--- src/rtl/cum_alarm_pkg.sv ---
package cum_alarm_pkg;
    typedef enum logic {
        ST_IDLE   = 1'b0,
        ST_ACTIVE = 1'b1
    } trk_state_e;

    localparam int CTL_MASK_BIT = 0;
    localparam int CTL_CLR_BIT  = 1;
endpackage

--- src/rtl/cat_fsm.sv ---
module cat_fsm
    import cum_alarm_pkg::*;
(
    input  logic       clk,
    input  logic       rst_n,
    input  logic       alarm_n,
    output trk_state_e state_q,
    output logic       live,
    output logic       start
);
    trk_state_e state_d;

    always_comb begin
        state_d = state_q;
        unique case (state_q)
            ST_IDLE:   if (!alarm_n) state_d = ST_ACTIVE;  // BEGIN
            ST_ACTIVE: if (alarm_n)  state_d = ST_IDLE;    // END
            default:   state_d = ST_IDLE;
        endcase
    end

    always_ff @(posedge clk or negedge rst_n) begin
        if (!rst_n) state_q <= ST_IDLE;
        else        state_q <= state_d;
    end

    always_comb begin
        live  = !alarm_n;
        start = (state_q == ST_IDLE) && !alarm_n;
    end
endmodule

--- src/rtl/cat_accum.sv ---
module cat_accum #(
    parameter int CNT_W = 8
) (
    input  logic             clk,
    input  logic             rst_n,
    input  logic             live,
    input  logic             start,
    input  logic             tick_en,
    input  logic             rd_en,
    output logic [CNT_W-1:0] cnt_q
);
    localparam logic [CNT_W-1:0] MAXV = '1;
    localparam logic [CNT_W-1:0] ONE  = {{(CNT_W-1){1'b0}}, 1'b1};

    logic [CNT_W-1:0] cnt_d;

    always_comb begin
        cnt_d = cnt_q;
        if (rd_en)
            cnt_d = live ? ONE : '0;
        else if (start)
            cnt_d = cnt_q | ONE;
        else if (live && tick_en && (cnt_q != MAXV))
            cnt_d = cnt_q + ONE;
    end

    always_ff @(posedge clk or negedge rst_n) begin
        if (!rst_n) cnt_q <= '0;
        else        cnt_q <= cnt_d;
    end
endmodule

--- src/rtl/cat_flag.sv ---
module cat_flag
    import cum_alarm_pkg::*;
#(
    parameter int CNT_W = 8
) (
    input  logic             clk,
    input  logic             rst_n,
    input  logic [CNT_W-1:0] cnt_q,
    input  logic             wr_limit_en,
    input  logic             wr_ctrl_en,
    input  logic [CNT_W-1:0] wr_data,
    output logic [CNT_W-1:0] lim_q,
    output logic             mask_q,
    output logic             flag_q,
    output logic             irq_n
);
    logic flag_d, mask_d, clr, over;

    always_comb begin
        over   = cnt_q > lim_q;
        clr    = wr_ctrl_en && wr_data[CTL_CLR_BIT];
        flag_d = clr ? 1'b0 : (flag_q || over);
        mask_d = wr_ctrl_en ? wr_data[CTL_MASK_BIT] : mask_q;
    end

    always_ff @(posedge clk or negedge rst_n) begin
        if (!rst_n) begin
            lim_q  <= '1;
            mask_q <= 1'b0;
            flag_q <= 1'b0;
            irq_n  <= 1'b1;
        end else begin
            if (wr_limit_en) lim_q <= wr_data;
            mask_q <= mask_d;
            flag_q <= flag_d;
            irq_n  <= !(flag_d && !mask_d);
        end
    end
endmodule

--- src/rtl/cum_alarm_timer.sv ---
module cum_alarm_timer
    import cum_alarm_pkg::*;
#(
    parameter int CNT_W = 8
) (
    input  logic             clk,
    input  logic             rst_n,
    input  logic             alarm_n,
    input  logic             tick_en,
    input  logic             rd_en,
    output logic [CNT_W-1:0] rd_data,
    input  logic             wr_limit_en,
    input  logic             wr_ctrl_en,
    input  logic [CNT_W-1:0] wr_data,
    output logic             lim_hit,
    output logic             irq_n
);
    trk_state_e       state_q;
    logic             live, start, mask_q, flag_q;
    logic [CNT_W-1:0] cnt_q, lim_q;

    cat_fsm u_fsm (
        .clk(clk), .rst_n(rst_n), .alarm_n(alarm_n),
        .state_q(state_q), .live(live), .start(start)
    );

    cat_accum #(.CNT_W(CNT_W)) u_accum (
        .clk(clk), .rst_n(rst_n), .live(live), .start(start),
        .tick_en(tick_en), .rd_en(rd_en), .cnt_q(cnt_q)
    );

    cat_flag #(.CNT_W(CNT_W)) u_flag (
        .clk(clk), .rst_n(rst_n), .cnt_q(cnt_q),
        .wr_limit_en(wr_limit_en), .wr_ctrl_en(wr_ctrl_en), .wr_data(wr_data),
        .lim_q(lim_q), .mask_q(mask_q), .flag_q(flag_q), .irq_n(irq_n)
    );

    assign rd_data = cnt_q;
    assign lim_hit = flag_q;
endmodule

--- config.mk ---
export PLATFORM = sky130hd
export DESIGN_NAME = cum_alarm_timer
export DESIGN_NICKNAME = d
export VERILOG_FILES = /design/src/rtl/cum_alarm_pkg.sv /design/src/rtl/cat_fsm.sv /design/src/rtl/cat_accum.sv /design/src/rtl/cat_flag.sv /design/src/rtl/cum_alarm_timer.sv
export SDC_FILE = /design/constraint.sdc
export NUM_CORES = 1
export LEC_CHECK = 0
export CAP_MARGIN = 20
export CORE_ASPECT_RATIO = 1.25
export CORE_MARGIN = 5
export CORE_UTILIZATION = 53
export CTS_CLUSTER_DIAMETER = 50
export DETAILED_ROUTE_END_ITERATION = 7
export MAX_ROUTING_LAYER = met4
export PLACE_DENSITY = 0.86
export SYNTH_ARGS = -nofsm -noshare
export SYNTH_HDL_FRONTEND = slang
export SYNTH_SLANG_ARGS = --single-unit
export TNS_END_PERCENT = 50
--- constraint.sdc ---
create_clock -name clk -period 4.3 [get_ports clk]
set_clock_uncertainty 0.15 [all_clocks]
set_input_delay 1.075 -clock clk [delete_from_list [all_inputs] [get_ports clk]]
set_output_delay 1.075 -clock clk [all_outputs]
set_load 0.01 [all_outputs]
==> metrics.txt, run 1 <==
pwr dens=~270 nW/um2; GRT Util Overall=16.2%; Worst Hold Class=register to register; share of layout cells above drive strength 1=16.3%; Synth Cell Area=1110 um2; Most used DFF post-synth=dfrtp_1; global-route wire length before repair=roughly 3.8 mm; cell family with most CP delay=buffers and inverters; Syn Inst Count=109; Clock Path Buffers=2; number of global-route vias before repair=about 910; vias=910; period utilisation layout=about three fifths; Placed Cells=between 150 and 200; Detail Route Antenna Nets=0; Async SR Flop Fraction=100%; hold_buf cts=0; slowest CP cell=clkdlybuf4s50_1; Post-synth EDFFs=0; Num CTS Buffers=3; Residual DRC=0; Worst VDD drop=about 0.26 mV; Worst setup SP type=register; Worst setup EP type=output pin; Slew @ Worst Pin=roughly 0.86 ns; WS Path Type=register to output pin; syn_area_per_cell=10.1 um2; clk root buf=clkbuf_4; Final Hold Viols=0; DR WL/cell=roughly 14 um; Seq/Total Area, Yosys=46.3%; I/O Pins=25; crit-path cells=clkdlybuf4s50_1; n_diodes=0; number of non-filler instances in the completed layout=155; P_leak=slightly above 0.0006 uW; Internal=~290 uW; status=completed; worst rel slew slack=around 42%; Peak Freq=384 MHz; CP Data Arrival Time=~1.4 ns; antenna violations before repair=0; Net Switching=between 90 and 100 uW; Unique masters post-synth=36; fin. max-slew vios=0; worst endpoint required time=between 3 and 4 ns; die width=about 51 um; Core Rows=18; DIE AREA=3110 um2; Mapped Nets=133; critical path peak fanout=7; max-cap violations=0; HPWL Detailed=between 1.5 and 2 mm; Via density=5.87; max incr delay on CP=0.59 ns; Clk pwr share=between 20 and 30%; WP buf/inv=1; Skew-Pair Late Insertion Delay=around 0.30 ns; drt pass-1 iters=4; IO buf count=24; hold slack=0.364 ns; routability cong.=~0.91; core region area=1980 um2; Layout fillers=152; final worst path period need=2.60 ns; post-CTS setup buffers=0; synthesis-to-finish area growth=26.6%; total grt overflow=0; Yosys reg bits=20; RSZ-0062 raised after global routing=false; YS warnings=0; CTS H-tree lvls=1; TritonCTS clock tree=done; Post-layout nets=160; post-cts resize count=0; DR iter-0 viols=24; Die Y=61.1 um; largest net degree at the start of global routing=21; final WL=approximately 2.2 mm; TNS Setup=0 ns; Sw Ratio=about a quarter; starting density of the core=55.8%; clock slew at reported path FFs=0.11 ns; Logic pwr share=16.1%; final setup violating endpoints=0; CTS sink count=20; sequential share of power=around 55%
-- state kept, by name (all words and copies together), names as in the netlist --
signal and flops:
u_accum.cnt_q 8, u_fsm.state_q 1, u_flag.flag_q 1, u_flag.mask_q 1
u_flag.lim_q 8, u_flag.irq_n 1
-- worst reg2reg max path, delay by kind of cell (launching register included) --
family | cells | cell delay [ns]
AOI/OAI and AO/OA | 1 | 0.23
and+or+nand+nor | 3 | 0.69
DFF | 1 | 0.44
adders and majority gates | 1 | 0.26
-- cells in the mapped netlist (3+ instances only) --
cell | n | area share [%]
inv_1 | 11 | 3.7
dfstp_2 | 9 | 21
a21oi_1 | 4 | 1.8
dfrtp_1 | 11 | 25
nand2_1 | 13 | 4.4
ha_1 | 9 | 10
nand4_1 | 3 | 1.7
o21ai_0 | 8 | 3.6
nor2b_1 | 3 | 1.7
nor2_1 | 5 | 1.7
-- final timing paths --
check                                               end  cells past startpoint                    startpoint  slack (ns)
setup / recovery                             rd_data[4]                      1  u_accum.cnt_q[4]$_DFFE_PN0P_        1.70
hold / removal              u_flag.lim_q[3]$_DFFE_PN1P_                      2   u_flag.lim_q[3]$_DFFE_PN1P_        0.36
setup reg to reg           u_accum.cnt_q[0]$_DFFE_PN0P_                      5  u_accum.cnt_q[1]$_DFFE_PN0P_        2.43
hold reg to reg             u_flag.lim_q[3]$_DFFE_PN1P_                      2   u_flag.lim_q[3]$_DFFE_PN1P_        0.36
max in group asynchronous  u_accum.cnt_q[5]$_DFFE_PN0P_                      1                         rst_n        2.37
min in group asynchronous  u_accum.cnt_q[3]$_DFFE_PN0P_                      1                         rst_n        1.11
-- cells in the final DEF, fill, tap and decap left out, types with 3 or more instances in the layout --
master | synthesis | final
o21ai_0 | 8 | 8
clkdlybuf4s50_1 | 0 | 24
dfrtp_1 | 11 | 11
ha_1 | 9 | 9
inv_1 | 11 | 11
nand4_1 | 3 | 3
nor2b_1 | 3 | 3
a21oi_1 | 4 | 4
clkbuf_4 | 0 | 3
nor2_1 | 5 | 5
dfstp_2 | 9 | 9
nand2_1 | 13 | 13
-- power by group through the flow --
stage | sequential (uW) | clock, uW | combinational [uW]
final | 210 | 109 | 61.1
after floorplan | 213 | 0 | 29.9
after global placement | 213 | 0 | 58.7
after global routing | 211 | 118 | 68.5
after detailed placement | 213 | 0 | 61.3
after CTS | 210 | 112 | 61.9
-- kinds of logic (layout without fill, tap and decap cells) --
logic type / after synthesis / in the layout / share of synthesized area (%)
xor gates and xnor gates: 3 / 3 / 2.38
DFF: 20 / 20 / 46.3
muxes: 4 / 4 / 3.85
AOI/OAI and AO/OA: 25 / 25 / 15.6
and+or+nand+nor: 35 / 35 / 17.3
adders and majority gates: 9 / 9 / 10.2
buffers and inverters: 13 / 39 / 4.41
-- through the flow --
stage / power [uW] / utilization, % / worst slack (ns) / instance area, um2
finish: 380 / 70.6 / 1.70 / 1400
global route: 398 / 70.6 / 1.62 / 1400
CTS: 384 / 70.6 / 1.67 / 1400
detailed placement: 275 / 68.8 / 1.54 / 1360
global placement: 272 / 68.8 / 1.60 / 1360
floorplan: 243 / - / 2.13 / 1110
-- per-layer routing --
layer  vias up  wire, um  global-route usage (%)
li1        442         -                       -
met1       443       911                    17.6
met2        23      1160                    28.2
met3         2       131                    3.15
met4         0        13                    7.66
met5         -         0                       -
-- final cells by class --
class	count	area (um2)	area share, %
clock buffer	4	36.3	2.59
inverter	11	41.3	2.95
multi-input combinational	76	546	39.0
sequential	20	512	36.6
tap	20	25.0	1.79
timing repair buffer	24	240	17.2
Note: power is estimated with default switching activity, not from simulation.
==> inputs of run 2 (changes only) <==
--- a/config.mk
+++ b/config.mk
@@ -8,11 +8,11 @@
 export CAP_MARGIN = 20
 export CORE_ASPECT_RATIO = 1.25
 export CORE_MARGIN = 5
-export CORE_UTILIZATION = 53
+export CORE_UTILIZATION = 44
 export CTS_CLUSTER_DIAMETER = 50
 export DETAILED_ROUTE_END_ITERATION = 7
 export MAX_ROUTING_LAYER = met4
-export PLACE_DENSITY = 0.86
+export PLACE_DENSITY = 0.76
 export SYNTH_ARGS = -nofsm -noshare
 export SYNTH_HDL_FRONTEND = slang
 export SYNTH_SLANG_ARGS = --single-unit
==> constraint.sdc (replaced) <==
create_clock -name clk -period 2.3 [get_ports clk]
set_clock_uncertainty 0.15 [all_clocks]
set_input_delay 0.575 -clock clk [delete_from_list [all_inputs] [get_ports clk]]
set_output_delay 0.575 -clock clk [all_outputs]
set_load 0.01 [all_outputs]
==> run 2 against run 1 <==
  * Setup slack worse by 1.6 ns
  * Hold slack worse by 0.0023 ns
  * Wire length grew 4.8%
  * First-iteration DRC count is the same
  * Sequential power increased by 87%
  * Cell area up 3.9%
==> metrics.txt, run 2 (synthesis results as in run 1) <==
Die Y=approximately 66 um; global-route wire length before repair=4.27 mm; Worst Hold Class=register to register; n_diodes=0; clock slew at reported path FFs=~0.12 ns; number of global-route vias before repair=about 1000; share of layout cells above drive strength 1=between 10% and 20%; Detail Route Antenna Nets=0; Setup WS post-layout=approximately 0.14 ns; Placed Cells=approximately 170; Post-layout nets=roughly 160; DIE AREA=3620 um2; IO buf count=24; Residual DRC=0; synthesis-to-finish area growth=31.6%; pwr dens=547 nW/um2; Core Rows=20; status=completed; total grt overflow=0; period utilisation layout=between 90 and 100%; dpl ws=between 0.04 and 0.05 ns; GRT Util Overall=16.1%; RSZ-0062 raised after global routing=false; Skew-Pair Late Insertion Delay=about 0.30 ns; Logic pwr share=~15%; WP buf/inv=1; crit-path cells=clkdlybuf4s50_1; Slew @ Worst Pin=0.357 ns; Clock Path Buffers=2; final setup violating endpoints=0; WS Path Type=register to output pin; TNS Setup=0 ns; antenna violations before repair=0; HPWL Detailed=between 1.5 and 2 mm; Num CTS Buffers=3; Peak Freq=464 MHz; Worst setup EP type=output pin; Net Switching=~180 uW; number of non-filler instances in the completed layout=171; CTS sink count=20; hold_buf cts=0; Sw Ratio=~22%; Internal=~620 uW; die width=~55 um; cell family with most CP delay=buffers and inverters; Via density=approximately 5.2; DR iter-0 viols=24; hold slack=0.361 ns; worst rel slew slack=about 76%; commonest non-fill, non-tap cell in the layout=clkdlybuf4s50_1; critical path peak fanout=8; P_leak=0.000639 uW; GRT met2 Usage=approximately 28%; Worst VDD drop=0.391 mV; most frequent cells in the layout=24 x clkdlybuf4s50_1, 13 x nand2_1, 11 x inv_1, 11 x dfrtp_1; biggest regs=u_accum.cnt_q (8), u_flag.lim_q (8); max-cap violations=0; drt pass-1 iters=4; post-CTS setup buffers=0; CTS H-tree lvls=1; post-cts resize count=0; grt met1 use=18.6%; met3 GRT Util=under 10%; routability cong.=a little over 0.8; CP Data Arrival Time=approximately 1.4 ns; vias=893; max incr delay on CP=approximately 0.60 ns; TritonCTS clock tree=done; worst endpoint required time=approximately 1.6 ns; clk root buf=clkbuf_4; sequential share of power=approximately 50%; final WL=2.32 mm; fin. max-slew vios=0; slowest CP cell=clkdlybuf4s50_1; Final Hold Viols=0; Worst setup SP type=register; Layout Utilization=59.9%; core region area=~2400 um2; DR WL/cell=~14 um; final worst path period need=2.16 ns; most crowded layer after global routing=met2; largest net degree at the start of global routing=21; Layout fillers=approximately 210; starting density of the core=a little under half; I/O Pins=25; Clk pwr share=approximately 36%
run 2: cell types whose count changed in the layout (fill, tap and decap cells not counted), sizes merged:
| cell | previous run | this run |
|---|---|---|
| clkbuf | 4 | 3 |
| bufinv | 0 | 1 |
| buf | 0 | 3 |
run 2: layout make-up:
class	count	area, um2	area share [%]
Tap cell	33	41.3	2.84
Sequential cell	20	512	35.2
Inverter	11	41.3	2.84
Clock buffer	3	22.5	1.55
Timing Repair Buffer	27	263	18.1
Clock inverter	1	30.0	2.06
Multi-Input combinational cell	76	546	37.5
run 2: power groups by stage:
stage | registers (uW) | logic (uW) | clock network [uW]
global placement | 398 | 115 | 0
global route | 396 | 133 | 307
finish | 393 | 118 | 285
floorplan | 399 | 55.9 | 0
detailed placement | 400 | 119 | 0
CTS | 394 | 120 | 290
run 2: routing by layer:
| metal | wire, um | up-vias |
|---|---|---|
| met3 | 100 | 2 |
| met4 | 22 | 0 |
| li1 | - | 448 |
| met5 | 0 | - |
| met2 | 1230 | 22 |
| met1 | 966 | 421 |
run 2: worst paths after layout:
| check | from | cells after the start | slack [ns] | end |
|---|---|---|---|---|
| worst min register to register | u_flag.lim_q[5]$_DFFE_PN1P_ | 2 | 0.36 | u_flag.lim_q[5]$_DFFE_PN1P_ |
| worst max-delay path | u_accum.cnt_q[3]$_DFFE_PN0P_ | 1 | 0.14 | rd_data[3] |
| worst min-delay path | u_flag.lim_q[5]$_DFFE_PN1P_ | 2 | 0.36 | u_flag.lim_q[5]$_DFFE_PN1P_ |
| worst max register to register | u_accum.cnt_q[0]$_DFFE_PN0P_ | 5 | 0.43 | u_accum.cnt_q[0]$_DFFE_PN0P_ |
| min in group asynchronous | rst_n | 2 | 0.45 | u_flag.flag_q$_DFF_PN0_ |
| max in group asynchronous | rst_n | 2 | 1.28 | u_flag.lim_q[1]$_DFFE_PN1P_ |
run 2: through the flow:
stage	area, um2	power (uW)
floorplan	1110	455
finish	1460	797
global route	1460	837
global placement	1400	513
detailed placement	1400	518
CTS	1460	804
run 2: worst min-delay path, stage by stage, from the launching register on:
cell and delay [ns]:
dfstp_2 0.38, inv_1 0.06, o21ai_0 0.08
==> inputs of run 3 (changes only) <==
--- a/config.mk
+++ b/config.mk
@@ -6,13 +6,15 @@
 export NUM_CORES = 1
 export LEC_CHECK = 0
 export CAP_MARGIN = 20
+export CELL_PAD_IN_SITES_DETAIL_PLACEMENT = 1
+export CELL_PAD_IN_SITES_GLOBAL_PLACEMENT = 1
 export CORE_ASPECT_RATIO = 1.25
 export CORE_MARGIN = 5
-export CORE_UTILIZATION = 44
+export CORE_UTILIZATION = 34
 export CTS_CLUSTER_DIAMETER = 50
 export DETAILED_ROUTE_END_ITERATION = 7
 export MAX_ROUTING_LAYER = met4
-export PLACE_DENSITY = 0.76
+export PLACE_DENSITY = 0.77
 export SYNTH_ARGS = -nofsm -noshare
 export SYNTH_HDL_FRONTEND = slang
 export SYNTH_SLANG_ARGS = --single-unit
==> run 3 against run 2 <==
  * Flip-flop and latch count is the same
  * Maximum frequency grew 3.2%
  * Wire length grew 21%
  * Combinational power is essentially flat
  * Clock-buffer cell count grew 1
  * Clock power shrank 3%
  * Cell area grew 0.52%
  * Core utilization shrank 14 points
  * Die area grew 24%
  * Register-to-register slack is essentially flat
  * Sequential share of layout area shrank 0.18 points
  * First-iteration DRC count shrank 46%
  * Critical endpoint unchanged
==> metrics.txt, run 3 (synthesis results as in run 1) <==
Skew-Pair Late Insertion Delay=between 0.2 and 0.3 ns; number of global-route vias before repair=about 1000; hold_buf cts=0; Detail Route Antenna Nets=0; IO buf count=24; Num CTS Buffers=3; final WL=approximately 2.8 mm; WP buf/inv=1; max incr delay on CP=0.60 ns; commonest non-fill, non-tap cell in the layout=clkdlybuf4s50_1; Worst setup SP type=register; routability cong.=about 0.77; Final Hold Viols=0; most frequent cells in the layout=24 x clkdlybuf4s50_1, 13 x nand2_1, 11 x inv_1, 11 x dfrtp_1; global-route wire length before repair=between 4 and 5 mm; critical path peak fanout=8; worst endpoint required time=around 1.6 ns; cell family with most CP delay=buffers and inverters; Worst setup EP type=output pin; post-cts resize count=0; Residual DRC=0; core region area=3170 um2; Post-layout nets=~160; antenna violations before repair=0; I/O Pins=25; Slew @ Worst Pin=~0.30 ns; Internal=about 600 uW; CP Data Arrival Time=1.37 ns; Clk pwr share=a little over a third; period utilisation layout=roughly 91%; worst rel slew slack=between 70% and 80%; Worst VDD drop=roughly 0.28 mV; GRT met2 Usage=about 26%; CTS sink count=20; share of layout cells above drive strength 1=a little under a fifth; max-cap violations=0; Layout Utilization=a little under half; P_leak=around 0.00064 uW; most crowded layer after global routing=met2; RSZ-0062 raised after global routing=false; Logic pwr share=between 10% and 20%; biggest regs=u_accum.cnt_q (8), u_flag.lim_q (8); Net Switching=around 190 uW; hold slack=0.359 ns; final worst path period need=~2.1 ns; crit-path cells=clkdlybuf4s50_1; pwr dens=roughly 540 nW/um2; starting density of the core=a little over a third; Via density=roughly 5.4; die width=61.0 um; Core Rows=23; Clock Path Buffers=2; post-CTS setup buffers=0; vias=around 950; largest net degree at the start of global routing=21; DIE AREA=around 4500 um2; Peak Freq=478 MHz; DR iter-0 viols=13; fin. max-slew vios=0; grt met1 use=about 17%; Sw Ratio=between 20 and 25%; final setup violating endpoints=0; slowest CP cell=clkdlybuf4s50_1; status=completed; total grt overflow=0; GRT Util Overall=14.6%; TritonCTS clock tree=done; Die Y=approximately 74 um; synthesis-to-finish area growth=32.2%; sequential share of power=between 40% and 50%; HPWL Detailed=2.14 mm; clk root buf=clkbuf_8; n_diodes=0; Worst Hold Class=register to register; clock slew at reported path FFs=approximately 0.080 ns; DR WL/cell=16.0 um; TNS Setup=0 ns; met3 GRT Util=approximately 1.8%; drt pass-1 iters=4; WS Path Type=register to output pin; CTS H-tree lvls=1
[run 3: changes by cell type in the layout (fill, tap and decap cells not counted)]
cell,previous run,this run
bufinv_16,1,0
clkbuf_4,3,0
clkbuf_8,0,4
[run 3: power by group through the flow]
stage / clock (uW) / sequential, uW / combinational, uW
2_1_floorplan: 0 / 399 / 55.9
3_3_place_gp: 0 / 399 / 116
3_5_place_dp: 0 / 400 / 122
4_1_cts: 282 / 394 / 124
5_1_grt: 295 / 396 / 137
6_report: 277 / 393 / 121
[run 3: path summary, 6_finish.rpt]
path / slack, ns / start / to / cells past startpoint
setup / recovery: 0.21 / u_accum.cnt_q[3]$_DFFE_PN0P_ / rd_data[3] / 1
hold / removal: 0.36 / u_flag.lim_q[5]$_DFFE_PN1P_ / u_flag.lim_q[5]$_DFFE_PN1P_ / 2
setup reg to reg: 0.42 / u_accum.cnt_q[0]$_DFFE_PN0P_ / u_accum.cnt_q[0]$_DFFE_PN0P_ / 5
hold reg to reg: 0.36 / u_flag.lim_q[5]$_DFFE_PN1P_ / u_flag.lim_q[5]$_DFFE_PN1P_ / 2
max in group asynchronous: 1.22 / rst_n / u_flag.lim_q[3]$_DFFE_PN1P_ / 2
min in group asynchronous: 0.50 / rst_n / u_flag.flag_q$_DFF_PN0_ / 2
[run 3: metal layers]
metal,share of wire [%],vias to the layer above,wire [um]
li1,-,447,-
met1,41,482,1140
met2,56,17,1570
met3,2.4,2,66
met4,0.86,0,24
met5,0,-,0
[run 3: stage by stage]
stage          total power, uW  area, um2  instances  setup slack, ns
3_5_place_dp               522       1410        171           0.0106
3_3_place_gp               515       1410        171           0.0841
4_1_cts                    800       1460        175            0.188
2_1_floorplan              455       1110        109            0.553
5_1_grt                    829       1460        175            0.157
6_report                   792       1460        175            0.210
[run 3: area by class of cell]
cell class              instances  area [um2]
clock buffers                   4        55.1
fillers                       382        1700
inverters                      11        41.3
multi-input cells              76         546
flip-flops and latches         20         512
well taps                      37        46.3
repair buffers                 27         263
